<file path="src/rtl/uart_regfile_pkg.sv">
package uart_regfile_pkg;
  localparam int BYTE_W  = 8;
  localparam int ADDR_W  = 3;
  localparam int DIV_W   = 2 * BYTE_W;
  localparam int LINES_W = BYTE_W / 2;
  localparam int MCR_W   = 5;

  typedef enum logic [ADDR_W-1:0] {
    OFS_DATA = 3'd0, OFS_IER = 3'd1, OFS_FIFO = 3'd2, OFS_LCR = 3'd3,
    OFS_MCR  = 3'd4, OFS_LSR = 3'd5, OFS_MSR  = 3'd6, OFS_SCR = 3'd7
  } reg_ofs_e;

  function automatic logic [BYTE_W-1:0] lsr_byte(logic rx_avail, logic fifo_mode,
                                                 logic tx_empty, logic tx_full);
    logic room;
    room = fifo_mode ? tx_empty : !tx_full;
    return {1'b0, 1'b1, room, 4'b0000, rx_avail};
  endfunction

  function automatic logic [BYTE_W-1:0] iir_byte(logic fifo_mode, logic [3:0] code);
    return {{2{fifo_mode}}, 2'b00, code};
  endfunction

  function automatic logic div_accept(logic [DIV_W-1:0] cand);
    return cand != '0;
  endfunction
endpackage

</file>
<file path="src/rtl/uart_div_latch.sv">
module uart_div_latch #(
  parameter int DIV_W     = 16,
  parameter int RESET_DIV = 1
) (
  input  logic               clk,
  input  logic               rst_n,
  input  logic               wr_lo,
  input  logic               wr_hi,
  input  logic [DIV_W/2-1:0] wdata,
  output logic [DIV_W/2-1:0] lo_q,
  output logic [DIV_W/2-1:0] hi_q,
  output logic [DIV_W-1:0]   div_eff
);
  import uart_regfile_pkg::*;
  localparam int HALF = DIV_W / 2;
  localparam logic [DIV_W-1:0] RST_VAL = DIV_W'(RESET_DIV);

  logic [DIV_W-1:0] cand;
  logic             load;

  always_comb begin
    cand = wr_lo ? {hi_q, wdata} : {wdata, lo_q};
    load = (wr_lo || wr_hi) && div_accept(cand);
  end

  always_ff @(posedge clk or negedge rst_n) begin
    if (!rst_n) begin
      lo_q    <= RST_VAL[HALF-1:0];
      hi_q    <= RST_VAL[DIV_W-1:HALF];
      div_eff <= RST_VAL;
    end else begin
      if (wr_lo) lo_q <= wdata;
      if (wr_hi) hi_q <= wdata;
      if (load)  div_eff <= cand;
    end
  end


  div_zero_keep_chk: assert property (@(posedge clk) disable iff (!rst_n)
    (wr_lo && {hi_q, wdata} == '0) |=> div_eff == $past(div_eff));

  div_nonzero_chk: assert property (@(posedge clk) disable iff (!rst_n)
    div_eff != '0);
endmodule

</file>
<file path="src/rtl/uart_msr_track.sv">
module uart_msr_track #(
  parameter int LINES_W = 4
) (
  input  logic               clk,
  input  logic               rst_n,
  input  logic [LINES_W-1:0] lines_in,
  input  logic               rd_clr,
  output logic [LINES_W-1:0] state_q,
  output logic [LINES_W-1:0] delta_q,
  output logic               change
);
  assign change = lines_in != state_q;

  always_ff @(posedge clk or negedge rst_n) begin
    if (!rst_n) begin
      state_q <= '0;
      delta_q <= '0;
    end else if (change) begin
      state_q <= lines_in;
      delta_q <= lines_in ^ state_q;
    end else if (rd_clr) begin
      delta_q <= '0;
    end
  end


  msr_clear_chk: assert property (@(posedge clk) disable iff (!rst_n)
    (rd_clr && lines_in == state_q) |=> (delta_q == '0 && $stable(state_q)));

  msr_capture_chk: assert property (@(posedge clk) disable iff (!rst_n)
    change |=> state_q == $past(lines_in));
endmodule

</file>
<file path="src/rtl/uart_regfile.sv">
module uart_regfile #(
  parameter int RESET_DIV = 1
) (
  input  logic                                    clk,
  input  logic                                    rst_n,
  input  logic                                    bus_sel,
  input  logic                                    bus_we,
  input  logic [uart_regfile_pkg::ADDR_W-1:0]     bus_addr,
  input  logic [uart_regfile_pkg::BYTE_W-1:0]     bus_wdata,
  output logic [uart_regfile_pkg::BYTE_W-1:0]     bus_rdata,
  output logic                                    tx_push,
  output logic                                    lb_push,
  output logic [uart_regfile_pkg::BYTE_W-1:0]     char_out,
  input  logic                                    rx_avail,
  input  logic [uart_regfile_pkg::BYTE_W-1:0]     rx_data,
  output logic                                    rx_pop,
  input  logic                                    tx_empty,
  input  logic                                    tx_full,
  output logic                                    fifo_on,
  output logic                                    rx_flush,
  output logic                                    tx_flush,
  output logic [1:0]                              trig_lvl,
  input  logic [3:0]                              iir_code,
  output logic                                    iir_rd,
  output logic [3:0]                              ier_en,
  output logic [uart_regfile_pkg::DIV_W-1:0]      baud_div,
  output logic [1:0]                              word_len,
  output logic                                    dtr,
  output logic                                    rts,
  output logic                                    out1,
  output logic                                    out2,
  output logic                                    loopback,
  input  logic [uart_regfile_pkg::LINES_W-1:0]    modem_in,
  output logic                                    ms_event,
  output logic                                    lsr_rd,
  output logic                                    msr_rd
);
  import uart_regfile_pkg::*;

  logic [BYTE_W-1:0]  lcr_q, ier_q, scr_q;
  logic [MCR_W-1:0]   mcr_q;
  logic               fifo_q;
  logic [1:0]         trig_q;
  logic [BYTE_W-1:0]  dl_lo, dl_hi;
  logic [LINES_W-1:0] ms_state, ms_delta;

  logic rd, wr, dlab;
  logic wr_dll, wr_dlm, wr_data, wr_ier, wr_fcr, wr_lcr, wr_mcr, wr_scr;

  assign rd   = bus_sel && !bus_we;
  assign wr   = bus_sel && bus_we;
  assign dlab = lcr_q[BYTE_W-1];

  always_comb begin
    wr_dll  = wr && bus_addr == OFS_DATA && dlab;
    wr_dlm  = wr && bus_addr == OFS_IER  && dlab;
    wr_data = wr && bus_addr == OFS_DATA && !dlab;
    wr_ier  = wr && bus_addr == OFS_IER  && !dlab;
    wr_fcr  = wr && bus_addr == OFS_FIFO;
    wr_lcr  = wr && bus_addr == OFS_LCR;
    wr_mcr  = wr && bus_addr == OFS_MCR;
    wr_scr  = wr && bus_addr == OFS_SCR;
  end

  uart_div_latch #(.DIV_W(DIV_W), .RESET_DIV(RESET_DIV)) u_div (
    .clk(clk), .rst_n(rst_n), .wr_lo(wr_dll), .wr_hi(wr_dlm),
    .wdata(bus_wdata), .lo_q(dl_lo), .hi_q(dl_hi), .div_eff(baud_div)
  );

  uart_msr_track #(.LINES_W(LINES_W)) u_msr (
    .clk(clk), .rst_n(rst_n), .lines_in(modem_in), .rd_clr(msr_rd),
    .state_q(ms_state), .delta_q(ms_delta), .change(ms_event)
  );

  always_ff @(posedge clk or negedge rst_n) begin
    if (!rst_n) begin
      lcr_q  <= '0;
      ier_q  <= '0;
      scr_q  <= '0;
      mcr_q  <= '0;
      fifo_q <= 1'b0;
      trig_q <= '0;
    end else begin
      if (wr_lcr) lcr_q <= bus_wdata;
      if (wr_ier) ier_q <= bus_wdata;
      if (wr_scr) scr_q <= bus_wdata;
      if (wr_mcr) mcr_q <= bus_wdata[MCR_W-1:0];
      if (wr_fcr) begin
        fifo_q <= bus_wdata[0];
        trig_q <= bus_wdata[BYTE_W-1:BYTE_W-2];
      end
    end
  end

  assign tx_push  = wr_data && !mcr_q[4];
  assign lb_push  = wr_data &&  mcr_q[4];
  assign char_out = bus_wdata;
  assign rx_flush = wr_fcr && bus_wdata[1];
  assign tx_flush = wr_fcr && bus_wdata[2];

  assign rx_pop = rd && bus_addr == OFS_DATA && !dlab && rx_avail;
  assign lsr_rd = rd && bus_addr == OFS_LSR;
  assign msr_rd = rd && bus_addr == OFS_MSR;
  assign iir_rd = rd && bus_addr == OFS_FIFO;

  assign fifo_on  = fifo_q;
  assign trig_lvl = trig_q;
  assign ier_en   = ier_q[3:0];
  assign word_len = lcr_q[1:0];
  assign dtr      = mcr_q[0];
  assign rts      = mcr_q[1];
  assign out1     = mcr_q[2];
  assign out2     = mcr_q[3];
  assign loopback = mcr_q[4];

  always_comb begin
    bus_rdata = '0;
    if (rd) begin
      case (bus_addr)
        OFS_DATA: bus_rdata = dlab ? dl_lo : (rx_avail ? rx_data : '0);
        OFS_IER:  bus_rdata = dlab ? dl_hi : ier_q;
        OFS_FIFO: bus_rdata = iir_byte(fifo_q, iir_code);
        OFS_LCR:  bus_rdata = lcr_q;
        OFS_MCR:  bus_rdata = BYTE_W'(mcr_q);
        OFS_LSR:  bus_rdata = lsr_byte(rx_avail, fifo_q, tx_empty, tx_full);
        OFS_MSR:  bus_rdata = {ms_state, ms_delta};
        OFS_SCR:  bus_rdata = scr_q;
        default:  bus_rdata = '0;
      endcase
    end
  end


  push_excl_chk: assert property (@(posedge clk) disable iff (!rst_n)
    $onehot0({tx_push, lb_push}));

  loop_route_chk: assert property (@(posedge clk) disable iff (!rst_n)
    loopback |-> !tx_push);

  lsr_bit6_chk: assert property (@(posedge clk) disable iff (!rst_n)
    lsr_rd |-> bus_rdata[6]);

  read_strobe_chk: assert property (@(posedge clk) disable iff (!rst_n)
    $onehot0({rx_pop, lsr_rd, msr_rd, iir_rd}));

  dlab_nopush_chk: assert property (@(posedge clk) disable iff (!rst_n)
    (wr && dlab) |-> !(tx_push || lb_push));
endmodule

</file>
<file path="config.mk">
export PLATFORM = sky130hd
export DESIGN_NAME = uart_regfile
export DESIGN_NICKNAME = d
export VERILOG_FILES = /design/src/rtl/uart_regfile_pkg.sv /design/src/rtl/uart_div_latch.sv /design/src/rtl/uart_msr_track.sv /design/src/rtl/uart_regfile.sv
export SDC_FILE = /design/constraint.sdc
export NUM_CORES = 1
export LEC_CHECK = 0
export ABC_AREA = 0
export BUFFER_PORTS_ARGS = -buffer_cell sky130_fd_sc_hd__buf_2
export CAP_MARGIN = 20
export CORE_UTILIZATION = 54
export CTS_CLUSTER_SIZE = 28
export DETAILED_ROUTE_END_ITERATION = 6
export GPL_ROUTABILITY_DRIVEN = 0
export PLACE_DENSITY = 0.8
export SLEW_MARGIN = 5
export SYNTH_ARGS = -nofsm -noshare
export SYNTH_HDL_FRONTEND = slang
export SYNTH_SLANG_ARGS = --single-unit
</file>
<file path="constraint.sdc">
create_clock -name clk -period 2.82 [get_ports clk]
set_input_delay 0.564 -clock clk [delete_from_list [all_inputs] [get_ports clk]]
set_output_delay 0.564 -clock clk [all_outputs]
set_load 0.005 [all_outputs]
</file>
==> flow_summary.ini <==
[power]
powerDensity_nw_per_um2 = 705
irDropWorstVdd_mv = 0.392
power_uw = 3100
total_leakage_power_uw = 0.00210

[run]
maxCapViolations = 0

[routing]
post_drt_wl_per_cell_um = 20.3
ant_nets = 0
drt_iter0_markers = 272
dr.pass1.iters = 5
wl_um = 9830
vias = 2991
via_per_inst = 6.17
drc = 0

[placed_design]
portBuffers = 88
hpwl_um = 7010
dpl-instance-area_um2 = 4160
place_inst = 469

[synth]
ys_warn_count = 0
ys_types = 46
synth_area_leaders = dfrtp_1 (47%), mux2_2 (18%), buf_4 (3.0%)
synth-seq-cells = 72
ys_top_cells_by_count = dfrtp_1 (70), mux2_2 (61), nand2_1 (21), clkbuf_1 (19), buf_4 (15)
synth_edf_count = 0
ys_seq_area_share_pct = 48.3
synth_top_cell_by_area = dfrtp_1
synthMostInstantiatedCell = dfrtp_1
async_flop_share_pct = 100
synth_top_flop_cell = dfrtp_1
synth_top_cell_area_share_pct = 46.9
synth_nets = 362
syn_avg_cell_area_um2 = 11.4
synth_area_um2 = 3740
netlist_instances = 328

[final_layout]
area_delta_synth_final_pct = 17.5
drive_gt1_share_pct = 48.0
antenna_cells = 0
final_nets = 437
fin_area_um2 = 4390
final_cells = 485

[floorplanning]
dieHeight_um = 85.2
std_cell_rows = 29
dieArea_um2 = 7260
ioPinCount = 89
start_util_pct = 57.2
dieWidth_um = 85.2
core-area_um2 = 6530

[critical_path]
worstSetupEndpointType = output port
critPathKind = flip-flop to output port
crit_required_ns = 2.26
crit_fanout = 16
critPathLaunchType = flip-flop
worstRegToRegCells = 5
arrival_ns = 2.05

[timing]
report.final.slew_viol_count = 0
period_share_pct = 92.8
max_freq_mhz = 382
fin_tns_setup_ns = 0
hold_viol = 0
worstMarginPinSlew_ns = 0.648
max_slew_margin_pct = 56.8
fin_hold_ws_ns = 0.219
setup_viol = 0
grt_setup_unrepaired = no
period_needed_ns = 2.62
fin_worst_skew_ns = 0.0121

[cts]
clock_latency_ns = 0.36
ctsRootBufferMaster = clkbuf_8
htreeDepth = 3
cts_buffer_depth = 2
cts_hold_buf = 0
cts_resized = 0
cts_buffers = 9
clkTransAtPathRegs_ns = 0.09
cts_tree = built
post_cts_buffers = 0
cts.sinks = 72

[hold_path]
hp-class = input pin to asynchronous set/reset pin

[global_route]
grt_pass1_vias = 2930
antenna_found_initial = 0
grt_pass1_wl_um = 15300
overflow = 0
grt_usage_pct = 28.4
grt_start_max_net_pins = 30

[outcome]
status = complete, no violations
-- report_power, final --
group | leakage [µW] | internal (µW) | switching, µW | total (µW)
clock | 0.000109 | 525 | 411 | 936
combinational | 0.00109 | 401 | 314 | 715
sequential | 0.000897 | 1260 | 182 | 1450
-- logic make-up (layout without fill, tap and decap cells) --
family,count (synthesis),in the layout,synth area share (%)
mux,70,70,21.4
flops,72,72,48.3
buf+inv,41,121,6.33
xor+xnor,4,4,0.937
simple gates,80,80,10.9
compound gates,61,61,12.1
-- routing by layer --
metal,part of all wire (%),GRT usage (%),up-vias
met2,47,43.6,139
met1,43,39.2,1496
met4,2.1,9.24,0
li1,-,-,1336
met3,8.2,7.68,20
met5,0,0,-
-- flip-flops by register name, indices dropped and copies added (netlist names) --
signal,flops
ier_q,8
u_div.div_eff,16
scr_q,8
trig_lvl,2
u_div.hi_q,8
u_div.lo_q,8
u_msr.state_q,4
fifo_on,1
mcr_q,5
lcr_q,8
u_msr.delta_q,4
-- layout make-up --
cell class / instances / area (µm²)
clock buffers: 10 / 138
clock inverters: 6 / 92.6
fillers: 523 / 2140
inverters: 2 / 7.51
multi-input cells: 215 / 1700
flip-flops and latches: 72 / 1810
well taps: 77 / 96.3
repair buffers: 103 / 553
-- worst max-delay path, stage by stage, from the launching register on --
cell and delay (ns):
dfrtp_2 0.57, mux2_2 0.39, a221oi_1 0.31, a21oi_1 0.08, o21ba_2 0.21, buf_2 0.13
-- cell usage in the layout (no fill, tap or decap), drive strengths merged, types with 7 or more instances in the layout --
cell	instances
a21oi	11
o21ai	9
a2bb2oi	7
nand2	23
o22ai	8
mux2	63
buf	103
nor2	15
nand3	7
clkbuf	10
a22oi	7
dfrtp	70
-- path summary, 6_finish.rpt --
path	start	endpoint	slack, ns
min reg2reg	u_msr.delta_q[1]	u_msr.delta_q[1]	0.49
min in group clk	modem_in[1]	u_msr.state_q[1]	0.33
min	rst_n	ier_q[1]	0.22
max	lcr_q[7]	bus_rdata[1]	0.20
max in group asynchronous	rst_n	u_div.div_eff[0]	1.77
max reg2reg	lcr_q[7]	u_div.div_eff[1]	0.59
-- through the flow --
step	setup WS [ns]	util [%]
finish	0.202	67.3
floorplan	0.326	-
CTS	0.0206	67.2
global route	0.123	67.3
global placement	0.308	63.7
detailed placement	0.247	63.7
Note: power is estimated with default switching activity, not from simulation.
